<file path="src/rtl/txf_pkg.sv">
package txf_pkg;

    typedef enum logic [2:0] {
        ST_IDLE,
        ST_START,
        ST_DATA,
        ST_PARITY,
        ST_MPB,
        ST_STOP
    } txf_state_e;

    // Field positions are fixed: bit 7 down to bit 0
    typedef struct packed {
        logic       sync_sel;
        logic       len7;
        logic       par_en;
        logic       par_odd;
        logic       stop2;
        logic       mp_en;
        logic [1:0] cks;
    } txf_mode_t;

endpackage

</file>
<file path="src/rtl/txf_prescaler.sv">
module txf_prescaler #(
    parameter int STEP_LOG2 = 2,
    parameter int CODE_W    = 2
) (
    input  logic              clk,
    input  logic              rst_n,
    input  logic              clr,
    input  logic [CODE_W-1:0] cks,
    output logic              tick
);
    localparam int PW = STEP_LOG2 * ((1 << CODE_W) - 1) + 1;

    logic [PW-1:0] cnt_q;
    logic [PW-1:0] limit;

    always_comb begin
        limit = (PW'(1) << (STEP_LOG2 * int'(cks))) - PW'(1);
        tick  = (cnt_q == limit);
    end

    always_ff @(posedge clk or negedge rst_n) begin
        if (!rst_n)      cnt_q <= '0;
        else if (clr)    cnt_q <= '0;
        else if (tick)   cnt_q <= '0;
        else             cnt_q <= cnt_q + PW'(1);
    end
endmodule

</file>
<file path="src/rtl/txf_bit_timer.sv">
module txf_bit_timer #(
    parameter int DW = 16
) (
    input  logic          clk,
    input  logic          rst_n,
    input  logic          clr,
    input  logic          tick,
    input  logic [DW-1:0] div,
    output logic          bit_end
);
    logic [DW-1:0] cnt_q;

    assign bit_end = tick && (cnt_q == div);

    always_ff @(posedge clk or negedge rst_n) begin
        if (!rst_n)       cnt_q <= '0;
        else if (clr)     cnt_q <= '0;
        else if (bit_end) cnt_q <= '0;
        else if (tick)    cnt_q <= cnt_q + DW'(1);
    end
endmodule

</file>
<file path="src/rtl/ser_tx_frame.sv">
module ser_tx_frame
    import txf_pkg::*;
#(
    parameter int DIV_W     = 16,
    parameter int DATA_W    = 8,
    parameter int STEP_LOG2 = 2
) (
    input  logic              clk,
    input  logic              rst_n,
    input  logic              mode_we,
    input  logic [7:0]        mode_wdata,
    input  logic [DIV_W-1:0]  baud_div,
    input  logic [DATA_W-1:0] tx_data,
    input  logic              tx_load,
    input  logic              mpb_in,
    output logic              tx_line,
    output logic              tx_busy,
    output logic              tx_done,
    output logic              sync_err
);
    localparam int CNT_W = $clog2(DATA_W);

    txf_state_e        state_q, nxt;
    txf_mode_t         mode_q, pend_q;
    logic              pend_v;
    logic [DATA_W-1:0] shreg;
    logic [CNT_W-1:0]  data_cnt;
    logic              stop_cnt;
    logic              par_q, mpb_q, done_q;
    logic              accept, bit_end, tick, frame_end;
    logic [CNT_W-1:0]  last_idx;
    logic [DATA_W-1:0] masked;

    assign accept    = tx_load && (state_q == ST_IDLE) && !mode_q.sync_sel;
    assign last_idx  = mode_q.len7 ? CNT_W'(DATA_W - 2) : CNT_W'(DATA_W - 1);
    assign frame_end = (state_q == ST_STOP) && (nxt == ST_IDLE);
    assign masked    = mode_q.len7 ? {1'b0, tx_data[DATA_W-2:0]} : tx_data;

    txf_prescaler #(.STEP_LOG2(STEP_LOG2), .CODE_W(2)) u_pre (
        .clk(clk), .rst_n(rst_n), .clr(accept), .cks(mode_q.cks), .tick(tick)
    );

    txf_bit_timer #(.DW(DIV_W)) u_bit (
        .clk(clk), .rst_n(rst_n), .clr(accept), .tick(tick),
        .div(baud_div), .bit_end(bit_end)
    );

    // Next-state decode
    always_comb begin
        nxt = state_q;
        unique case (state_q)
            ST_IDLE:   if (accept) nxt = ST_START;
            ST_START:  if (bit_end) nxt = ST_DATA;
            ST_DATA:   if (bit_end && data_cnt == last_idx) begin
                           if (mode_q.mp_en)       nxt = ST_MPB;
                           else if (mode_q.par_en) nxt = ST_PARITY;
                           else                    nxt = ST_STOP;
                       end
            ST_PARITY: if (bit_end) nxt = ST_STOP;
            ST_MPB:    if (bit_end) nxt = ST_STOP;
            ST_STOP:   if (bit_end && (stop_cnt == mode_q.stop2)) nxt = ST_IDLE;
            default:   nxt = ST_IDLE;
        endcase
    end

    // State register
    always_ff @(posedge clk or negedge rst_n) begin
        if (!rst_n) state_q <= ST_IDLE;
        else        state_q <= nxt;
    end

    // Frame datapath and mode register
    always_ff @(posedge clk or negedge rst_n) begin
        if (!rst_n) begin
            mode_q   <= '0;
            pend_q   <= '0;
            pend_v   <= 1'b0;
            shreg    <= '0;
            data_cnt <= '0;
            stop_cnt <= 1'b0;
            par_q    <= 1'b0;
            mpb_q    <= 1'b0;
            done_q   <= 1'b0;
        end else begin
            done_q <= frame_end;
            if (accept) begin
                shreg    <= masked;
                par_q    <= (^masked) ^ mode_q.par_odd;
                mpb_q    <= mpb_in;
                data_cnt <= '0;
                stop_cnt <= 1'b0;
            end else if (bit_end && state_q == ST_DATA) begin
                shreg    <= shreg >> 1;
                data_cnt <= data_cnt + CNT_W'(1);
            end else if (bit_end && state_q == ST_STOP) begin
                stop_cnt <= 1'b1;
            end
            if (frame_end) begin
                if (mode_we)     mode_q <= txf_mode_t'(mode_wdata);
                else if (pend_v) mode_q <= pend_q;
                pend_v <= 1'b0;
            end else if (mode_we) begin
                if (state_q == ST_IDLE && !accept) begin
                    mode_q <= txf_mode_t'(mode_wdata);
                end else begin
                    pend_q <= txf_mode_t'(mode_wdata);
                    pend_v <= 1'b1;
                end
            end
        end
    end

    // Outputs
    always_comb begin
        unique case (state_q)
            ST_IDLE:   tx_line = 1'b1;
            ST_START:  tx_line = 1'b0;
            ST_DATA:   tx_line = shreg[0];
            ST_PARITY: tx_line = par_q;
            ST_MPB:    tx_line = mpb_q;
            ST_STOP:   tx_line = 1'b1;
            default:   tx_line = 1'b1;
        endcase
        tx_busy  = (state_q != ST_IDLE);
        tx_done  = done_q;
        sync_err = mode_q.sync_sel;
    end
endmodule

</file>
<file path="config.mk">
export PLATFORM = sky130hd
export DESIGN_NAME = ser_tx_frame
export DESIGN_NICKNAME = d
export VERILOG_FILES = /design/src/rtl/txf_pkg.sv /design/src/rtl/txf_prescaler.sv /design/src/rtl/txf_bit_timer.sv /design/src/rtl/ser_tx_frame.sv
export SDC_FILE = /design/constraint.sdc
export NUM_CORES = 1
export LEC_CHECK = 0
export BUFFER_PORTS_ARGS = -buffer_cell sky130_fd_sc_hd__buf_4
export CAP_MARGIN = 20
export CELL_PAD_IN_SITES_DETAIL_PLACEMENT = 0
export CELL_PAD_IN_SITES_GLOBAL_PLACEMENT = 1
export CORE_MARGIN = 2
export CORE_UTILIZATION = 41
export DETAILED_ROUTE_END_ITERATION = 10
export PLACE_DENSITY = 0.88
export SYNTH_ARGS = -nofsm -noshare
export SYNTH_HDL_FRONTEND = slang
export SYNTH_SLANG_ARGS = --single-unit
export TNS_END_PERCENT = 10
</file>
<file path="constraint.sdc">
create_clock -name clk -period 2.6 [get_ports clk]
set_clock_uncertainty 0.2 [all_clocks]
set_input_delay 0.78 -clock clk [delete_from_list [all_inputs] [get_ports clk]]
set_output_delay 0.78 -clock clk [all_outputs]
set_load 0.03 [all_outputs]
</file>
* Word-level counts from Yosys, hierarchy flattened
Cells that the tools add are included.
** Word-level totals
- Input bits :: 37
- Output and inout bits :: 4
- Flip-flop bits (word level) :: 58
** Operators by class
- Shift-type cells :: 1
- Eq/ne operators :: 11
- Mux-type cells :: 31
- Bitwise operators :: 3
- Add/sub/neg operators :: 4
- Reductions and logical operators :: 26
** Operators with widths (number)
- $mux W8 :: 8
- $mux W16 :: 3
- $mux W3 :: 9
- $add A16 B1 Y16 const B :: 1
- $eq A16 B16 Y1 :: 1
- $pmux W3 S5 :: 1
- $mux W7 :: 2
- $reduce_bool A2 Y1 :: 5
- $logic_and A1 B1 Y1 :: 9
- $reduce_xor A8 Y1 :: 1
- $add A7 B1 Y7 const B :: 1
- $eq A7 B7 Y1 :: 1
- $mux W1 :: 7
- $shl A1 B3 Y7 const A :: 1
- $sub A7 B2 Y7 const B :: 1
- $eq A3 B2 Y1 const B :: 2
- $eq A3 B3 Y1 const B :: 2
- $logic_not A3 Y1 :: 2
- $reduce_and A3 Y1 :: 2
- $reduce_bool A3 Y1 :: 2
- $ne A2 B2 Y1 const B :: 2
- $pmux W1 S4 :: 1
- $reduce_and A2 Y1 :: 2
- $add A3 B1 Y3 const B :: 1
- 7 further kinds :: 9

* Depth between registers and ports, before layout
Gate-level depths: netlist of run 1.
- Word-level depth :: 11
- Gate-level depth with buffers :: 8

* Hierarchy
From an unflattened synthesis of run 1, not the netlist that was laid out.
** Unflattened totals
- Cells, all modules :: 308
- Area, all modules :: 3286.9 sq um
** By module, submodules not included
- ser_tx_frame :: cells each 155, instances 1, area each 1818.0 sq um, seq. area each 875.8 sq um
- txf_bit_timer :: cells each 117, instances 1, area each 1096.1 sq um, seq. area each 400.4 sq um
- txf_prescaler :: cells each 36, instances 1, area each 372.9 sq um, seq. area each 175.2 sq um

* Worst setup path after synthesis of run 1
Ideal clock, no wire load.
- Path type :: input to register
- Start point :: input baud_div[15]
- End point :: register mode_q[0] (netlist name)
- Data arrival time :: 2.653 ns
- Data required time :: 2.275 ns
- Slack :: -0.378 ns
- Path buffers :: 1
- Setup time :: 0.125 ns
- Stages on the path :: 7
- Cell sequence :: xor2_1 > nor4_1 > nand4_1 > or4_1 > buf_4 > mux2_4 > mux2_2
** Between the ends
- Cells in the longest elaborated chain, start to end :: 9
- Elaborated cells between the ends (all ways) :: 15
- Those cells by class :: eq/ne: 1; mux: 6; reduce/logical: 8
** Ends and longest elaborated chain
- from (decl) :: line ser_tx_frame.sv:12 : input logic [DIV_W-1:0] baud_div,
- $eq A16 B16 Y1 * :: line txf_bit_timer.sv:13 : assign bit_end = tick && (cnt_q == div);
- $logic_and A1 B1 Y1 * :: line txf_bit_timer.sv:13
- $logic_and A1 B1 Y1 (on tied branches) :: line ser_tx_frame.sv:61, ser_tx_frame.sv:54
- $mux W3 (on tied branches) :: line ser_tx_frame.sv:61, ser_tx_frame.sv:54
- $pmux W3 S5 * :: line ser_tx_frame.sv:51 : unique case (state_q)
- $logic_not A3 Y1 * :: line ser_tx_frame.sv:36 : assign frame_end = (state_q == ST_STOP) && (nxt == ST_IDLE);
- $logic_and A1 B1 Y1 * :: line ser_tx_frame.sv:36
- $reduce_bool A2 Y1 (no line)
- $reduce_and A3 Y1 (no line)
- to (signal assigned) :: line ser_tx_frame.sv:99 : if (mode_we) mode_q <= txf_mode_t'(mode_wdata);
- to (signal assigned) :: line ser_tx_frame.sv:100 : else if (pend_v) mode_q <= pend_q;
- to (signal assigned) :: line ser_tx_frame.sv:104 : mode_q <= txf_mode_t'(mode_wdata);
- to (decl) :: line ser_tx_frame.sv:24 : txf_mode_t mode_q, pend_q;
Every way passes the cells marked *; elsewhere a longest branch is shown, timed or not.
A chain may end at the register's enable or synchronous reset.

* Worst setup path in the final report of run 1
- Start point :: register u_pre.cnt_q[5]
- End point :: register mode_q[4] (netlist name)
** Between the ends
- Cells in the longest elaborated chain, start to end :: 9
- Elaborated cells between the ends (all ways) :: 15
- Those cells by class :: eq/ne: 1; mux: 6; reduce/logical: 8
** Ends and longest elaborated chain
- from (decl) :: line txf_prescaler.sv:13 : logic [PW-1:0] cnt_q;
- from (signal assigned) :: line txf_prescaler.sv:25 : else cnt_q <= cnt_q + PW'(1);
- $eq A7 B7 Y1 * :: line txf_prescaler.sv:18 : tick = (cnt_q == limit);
- $logic_and A1 B1 Y1 * :: line txf_bit_timer.sv:13
- $logic_and A1 B1 Y1 (on tied branches) :: line ser_tx_frame.sv:61, ser_tx_frame.sv:54
- $mux W3 (on tied branches) :: line ser_tx_frame.sv:61, ser_tx_frame.sv:54
- $pmux W3 S5 * :: line ser_tx_frame.sv:51
- $logic_not A3 Y1 * :: line ser_tx_frame.sv:36
- $logic_and A1 B1 Y1 * :: line ser_tx_frame.sv:36
- $reduce_bool A2 Y1 (no line)
- $reduce_and A3 Y1 (no line)
Marked as above.

==> metrics.md, run 1 <==
| Metric | Value |
|---|---|
| Number of flops mapped to enable cells by yosys | `0` |
| Leak pwr | `2.002 nW` |
| Failing checks | `negative setup slack` |
| Root buffer cell | `clkbuf_8` |
| Inserted Clock Buffers | `9` |
| Fraction of layout cells with a size suffix above 1 | `0.3553` |
| Crit. End Element | `flip-flop` |
| Initial core utilization | `0.4289` |
| Clk sink count | `58` |
| Final slew viol count | `0` |
| Max-slew headroom | `0.5055` |
| CTS Hold Bufs | `0` |
| Outcome | `finished with violations` |
| Number of global-route vias before repair | `2663` |
| Area share of fa/ha/maj cells after synthesis | `0.01194` |
| CP delay by family, top | `simple AND/OR/NAND/NOR gates` |
| Synth Area in XOR/XNOR | `0.1086` |
| Switching pwr | `1.175 mW` |
| Fin crit period | `2.733 ns` |
| Final Total Pwr | `3.640 mW` |
| Global route overflow | `0` |
| Most common cell after layout, fill and taps aside | `buf_4` |
| Initial DRC Count | `117` |
| Die Ht | `91.57 um` |
| CTS max path bufs | `2` |
| CP max stage delay | `0.53 ns` |
| Clock group share of total power | `0.272` |
| Maximum fanout along the worst path | `8` |
| Largest net degree at the start of global routing | `59` |
| Std-Cell Rows | `31` |
| YS warnings | `0` |
| Wire per inst | `13.95 um` |
| Fin. Hold Viols | `0` |
| Total GRT Usage | `0.1763` |
| Post-Synthesis Cell Area | `0.003144 mm^2` |
| Mux cell area share after synthesis | `0.1039` |
| I/O pin total | `41` |
| Async SR Flop Fraction | `1.000` |
| Arrival @ worst endpoint | `2.76 ns` |
| Post-synthesis sequential area ratio | `0.4616` |
| TritonCTS clock tree | `built` |
| Fin crit share | `1.051` |
| Netlist cell types | `54` |
| Worst-path clk slew | `0.07 ns` |
| Syn_area_per_cell | `10.38 um^2` |
| Sw Share | `0.3229` |
| Slowest-stage cell, CP | `or4_4` |
| Clk_lat worst skew | `0.34 ns` |
| Vias per cell | `5.168` |
| Drt drc | `0` |
| IO Port Bufs | `40` |
| Core area | `0.007331 mm^2` |
| P_int | `2.464 mW` |
| # fillers | `634` |
| Hold Crit Class | `in2async` |
| Comb power frac | `0.375` |
| Synth Register Bits | `58` |
| Setup WS post-layout | `-0.1330 ns` |
| FMAX | `365.9 MHz` |
| Final Wtd Congestion | `0.8543` |
| PD cells | `854.6 mW/mm^2` |
| Simple-gate share of the synthesized area | `0.1763` |
| Area leader, netlist | `dfrtp_1` |
| Worst Path Buf+Inv | `1` |
| WP depth | `7` |
| R2r worst-path depth | `7` |
| Crit path cell chain | `or4_4 > nor2_4 > o211ai_2 > or4_4 > buf_8 > mux2_4 > mux2_4` |
| Top cell type's share of synthesized area | `0.4616` |
| Post-Place Worst Slack | `-0.7370 ns` |
| Die width | `91.57 um` |
| RSZ-0062 raised after global routing | `yes` |
| Post-synthesis compound-gate area fraction | `0.1154` |
| Total wire length | `6.877 mm` |
| H-tree levels | `3` |
| Main combinational cell family by area after synthesis | `simple AND/OR/NAND/NOR gates` |
| Most used cells in the layout excluding fill and tap cells | `buf_4 (81), dfrtp_1 (56), nand2_1 (28)` |
| Ys flop type | `dfrtp_1` |
| Largest vdd supply drop | `0.0003921 V` |
| Crit path kind | `reg2reg` |
| Layout Nets | `429` |
| Final setup viols | `7` |
| Routed via count | `2548` |
| Die area | `0.008385 mm^2` |
| DP HPWL | `4.976 mm` |
| First-pass GRT wire length | `11.89 mm` |
| Antenna Nets Post-Route | `0` |
| Max_cap viols | `0` |
| Initial antenna violation count | `0` |
| TritonRoute pass-1 iters | `4` |
| Top cells by area, synth | `dfrtp_1 (46%), xor2_1 (6.7%), xnor2_1 (4.2%), mux2_4 (3.3%), nand2_1 (3.3%)` |
| Area growth syn-to-layout | `35.46%` |
| Ant. Diodes | `0` |
| Crit path required time | `2.63 ns` |
| Worst Tran Pin Value | `0.7417 ns` |
| Post-Synthesis Cells | `303` |
| Syn Nets | `343` |
| Startpoint Class | `flip-flop` |
| Reg power frac | `0.353` |
==> cell usage after synthesis, drive strengths merged, types with 3 or more instances <==
cell	count
a21oi	12
a221o	7
a31oi	3
and2	9
and3	4
and4	3
buf	3
clkbuf	9
dfrtp	58
ha	3
inv	5
mux2	24
mux2i	3
nand2	28
nand2b	3
nand3	11
nand4	4
nor2	27
nor3	3
nor4	5
o21ai	11
or4	3
xnor2	15
xor2	24
==> worst register-to-register path: stages (launching register included) <==
cell,delay [ns]
dfrtp_1,0.43
or4_4,0.52
nor2_4,0.13
o211ai_2,0.09
or4_4,0.53
buf_8,0.16
mux2_4,0.30
mux2_4,0.26
==> area by class of cell <==
type / count / area [um^2] / area share
sequential: 58 / 1454 / 0.3414
inverter: 5 / 18.77 / 0.004407
clock buffer: 12 / 165.2 / 0.03878
multi-input combinational: 228 / 1737 / 0.4078
timing repair buffer: 87 / 688.2 / 0.1616
clock inverter: 4 / 72.57 / 0.01704
tap: 99 / 123.9 / 0.02908
==> through the flow <==
| step | std cells | cell area [um^2] | hold WS (ns) | utilization | TNS [ns] |
|---|---|---|---|---|---|
| after floorplan | 303 | 3152 | 0.2460 | - | -4.710 |
| after global placement | 475 | 3871 | 0.2654 | 0.5281 | -13.60 |
| after detailed placement | 475 | 3871 | 0.2756 | 0.5281 | -14.61 |
| after CTS | 493 | 4190 | 0.2901 | 0.5716 | -0.9933 |
| after global routing | 493 | 4259 | 0.3107 | 0.5810 | -1.370 |
| final | 493 | 4259 | 0.2871 | 0.5810 | -0.8773 |
==> power groups by stage <==
stage / clock network (mW) / logic, mW / registers, mW
after CTS: 1.00 / 1.35 / 1.29
final: 0.990 / 1.36 / 1.29
after detailed placement: 0 / 1.26 / 1.30
after floorplan: 0 / 0.713 / 1.32
after global routing: 1.05 / 1.50 / 1.32
after global placement: 0 / 1.22 / 1.29
==> sequential cells by signal, indices dropped and copies added (netlist names), 3 cells and up <==
name and flops:
mode_q 7, data_cnt 3, state_q 3, u_pre.cnt_q 7, shreg 8, pend_q 8
u_bit.cnt_q 16
==> final timing paths <==
kind                              end      startpoint  slack [ns]
min in group clk                par_q           par_q        0.29
max in group asynchronous  state_q[0]           rst_n        1.38
max reg2reg                 mode_q[4]  u_pre.cnt_q[5]       -0.13
min                          shreg[4]           rst_n        0.29
min reg2reg                     par_q           par_q        0.29
max                         mode_q[4]  u_pre.cnt_q[5]       -0.13
==> kinds of logic after synthesis <==
logic type	Yosys count
compound gates	51
xor+xnor	39
fa+ha+maj	3
buf+inv	17
flops	58
mux	27
simple gates	108
==> repair_timing <==
item / 4_1_cts / 5_1_grt
pin swaps: 7 / 2
setup buffers: 2 / 0
endpoints found under the setup margin: 26 / 27
gates resized for setup: 13 / 15
==> routing by layer <==
metal	wire [um]	up-vias	global-route usage
li1	-	1249	-
met1	3138	1232	0.2309
met5	0	-	0
met2	3324	56	0.2825
met3	306	11	0.03651
met4	107	0	0.07449
No activity file was read; power rests on OpenSTA's default activity.
==> inputs of run 2 (changes only) <==
- CORE_UTILIZATION: 41 -> 30
- PLACE_DENSITY: 0.88 -> 0.71
- clock period: 2.6 -> 2.2 ns (I/O delays scaled with it)
==> run 2 against run 1 <==
Against the previous run:
- the flow still finishes with violations (negative setup slack)
- die area rose by 35%
- sequential power rose by 18%
- sequential share of layout area shrank 1.3 points
- clock-buffer cell count unchanged
- wire length rose by 8.4%
- fmax is 1.1% higher
- global-route usage down 3.5 points
- via count decreased by 0.39%
- register-to-register slack worse by 0.37 ns
- hold slack worse by 0.28 ns
- combinational power is 20% higher
- critical path depth did not move
- critical endpoint is now sync_err
- largest power group unchanged
==> metrics.md, run 2 (synthesis results as in run 1) <==
| Metric | Value |
|---|---|
| Outcome | `finished with violations` |
| Failing checks | `negative setup slack` |
| Worst Tran Pin Value | `0.4305 ns (-0.3112 ns)` |
| CTS max path bufs | `2 (unchanged)` |
| Maximum fanout along the worst path | `8 (unchanged)` |
| R2r endpoint | `sync_err` |
| Wire per inst | `13.86 um (-0.65%)` |
| Max-slew headroom | `0.7121 (+0.2065)` |
| I/O pin total | `41 (unchanged)` |
| Routed via count | `2538 (-0.39%)` |
| Most common cell after layout, fill and taps aside | `buf_4` |
| Top flop regs | `u_bit.cnt_q x16, pend_q x8, shreg x8` |
| Sw Share | `0.3186 (-0.004338)` |
| Inserted Clock Buffers | `9 (unchanged)` |
| RSZ-0062 raised after global routing | `yes` |
| Number of global-route vias before repair | `2614 (-1.8%)` |
| Layout Nets | `437 (+1.9%)` |
| Die area | `0.01132 mm^2 (+35%)` |
| Arrival @ worst endpoint | `2.72 ns (-0.04 ns)` |
| # fillers | `987 (+56%)` |
| Clk_lat worst skew | `0.33 ns (about the same)` |
| Post-route cell area | `0.004420 mm^2 (+3.8%)` |
| Final slew viol count | `0 (unchanged)` |
| Largest net degree at the start of global routing | `39 (-34%)` |
| Initial DRC Count | `90 (-23%)` |
| Core area | `0.01023 mm^2 (+40%)` |
| Startpoint Class | `flip-flop` |
| Setup TNS | `-11.86 ns (-10.98 ns)` |
| Hold Crit Class | `in2async` |
| Crit path required time | `2.22 ns (-0.41 ns)` |
| Fraction of layout cells with a size suffix above 1 | `0.3781 (+0.02278)` |
| Clk sink count | `58 (unchanged)` |
| Reg power frac | `0.346 (-0.007)` |
| Antenna Nets Post-Route | `0 (unchanged)` |
| Leak pwr | `2.076 nW (+3.7%)` |
| H-tree levels | `3 (unchanged)` |
| Multi-input logic area | `0.001759 mm^2 (+1.3%)` |
| Register area | `0.001451 mm^2 (-0.17%)` |
| Comb power frac | `0.371 (-0.004)` |
| Std-Cell Rows | `37 (+19%)` |
| Setup WS post-layout | `-0.5035 ns (-0.3705 ns)` |
| Fin crit share | `1.229 (+0.1777)` |
| R2r worst-path depth | `7 (unchanged)` |
| Reg with most FFs | `u_bit.cnt_q` |
| Most used cells in the layout excluding fill and tap cells | `buf_4 (85), dfrtp_1 (58), nand2_1 (27)` |
| R2R Path Start | `u_pre.cnt_q[3]` |
| Ant. Diodes | `0 (unchanged)` |
| Initial core utilization | `0.3073 (-0.1216)` |
| Total GRT Usage | `0.1410 (-0.03524)` |
| Post-Place Worst Slack | `-1.046 ns (-0.3094 ns)` |
| Fin crit period | `2.703 ns (-0.02953 ns)` |
| Largest vdd supply drop | `0.0003506 V (-11%)` |
| FMAX | `369.9 MHz (+1.1%)` |
| PD cells | `996.9 mW/mm^2 (+17%)` |
| Setup crit start | `u_pre.cnt_q[3]` |
| First-pass GRT wire length | `12.56 mm (+5.6%)` |
| Final setup viols | `46 (+39)` |
| Root buffer cell | `clkbuf_8` |
| Global route overflow | `0 (unchanged)` |
| Placement Cell Area | `0.003978 mm^2 (+2.7%)` |
| Crit path kind | `reg2reg` |
| IO Port Bufs | `40 (unchanged)` |
| CTS Hold Bufs | `0 (unchanged)` |
| Total wire length | `7.456 mm (+8.4%)` |
| Switching pwr | `1.404 mW (+19%)` |
| Die width | `106.4 um (+16%)` |
| Drt drc | `0 (unchanged)` |
| Fin. Hold Viols | `0 (unchanged)` |
| Final Wtd Congestion | `0.8455 (-1.0%)` |
| Vias per cell | `4.717 (-8.7%)` |
| Final core utilization | `0.4321 (-0.1489)` |
| Die Ht | `106.4 um (+16%)` |
| Clock group share of total power | `0.284 (+0.012)` |
| Reg-to-reg slack, setup | `-0.50 ns (-0.37 ns)` |
| Initial antenna violation count | `0 (unchanged)` |
| Area growth syn-to-layout | `40.59%` |
| Max_cap viols | `0 (unchanged)` |
| Crit. End Element | `flip-flop` |
| DP HPWL | `5.396 mm (+8.4%)` |
| P_int | `3.003 mW (+22%)` |
| TritonCTS clock tree | `built` |
| Max FFs per register | `16 (unchanged)` |
| TritonRoute pass-1 iters | `4 (unchanged)` |
| Worst-path clk slew | `0.07 ns (about the same)` |
## run 2: cell count changes in the layout (fill, tap and decap cells not counted), sizes merged
| cell | before | now |
|---|---|---|
| clkinv | 1 | 0 |
| buf | 87 | 95 |
| bufinv | 2 | 3 |
## run 2: worst max-delay path by stage
stage,to,slack (ns),cells after the start
after floorplan,mode_q[0],-0.65,7
after global placement,mode_q[0],-0.96,8
after detailed placement,mode_q[6],-1.05,8
after CTS,mode_q[1],-0.54,7
after global routing,mode_q[3],-0.56,7
final,sync_err,-0.50,7
## run 2: area by class of cell
class | instances | area share
Clock inverter | 4 | 0.02208
Timing Repair Buffer | 95 | 0.1738
Clock buffer | 12 | 0.03510
Multi-Input combinational cell | 228 | 0.3980
Inverter | 5 | 0.004246
Tap cell | 136 | 0.03849
Sequential cell | 58 | 0.3283
## run 2: layer usage
| metal | track usage | part of all wire | up-vias |
|---|---|---|---|
| li1 | - | - | 1272 |
| met1 | 0.1851 | 0.47 | 1226 |
| met2 | 0.2303 | 0.49 | 33 |
| met3 | 0.02820 | 0.030 | 7 |
| met4 | 0.05075 | 0.010 | 0 |
| met5 | 0 | 0 | - |
## run 2: critical path, stage by stage, from the launching register on
cell      delay, ns
dfrtp_1        0.39
or4_4          0.55
nor2_4         0.11
o211ai_2       0.11
or4_4          0.51
buf_12         0.16
mux2_4         0.29
mux2_4         0.25
## run 2: timing repair
item | 4_1_cts | 5_1_grt
setup buffers | 0 | 3
setup endpoints to repair | 48 | 49
pin swaps | 8 | 11
gates resized for setup | 20 | 16
## run 2: stage by stage
stage                     hold slack, ns  cells  power (mW)
after global placement            0.2582    519       3.005
after detailed placement          0.2630    519       3.040
after floorplan                   0.1644    303       2.412
after CTS                       0.008048    535       4.396
after global routing             0.01670    538       4.698
final                           0.004050    538       4.407
## run 2: power groups by stage
stage | clock network, mW | logic [mW] | registers, mW
2_1_floorplan | 0 | 0.853 | 1.56
3_3_place_gp | 0 | 1.47 | 1.53
3_5_place_dp | 0 | 1.51 | 1.53
4_1_cts | 1.27 | 1.59 | 1.53
5_1_grt | 1.33 | 1.81 | 1.56
6_report | 1.25 | 1.63 | 1.52
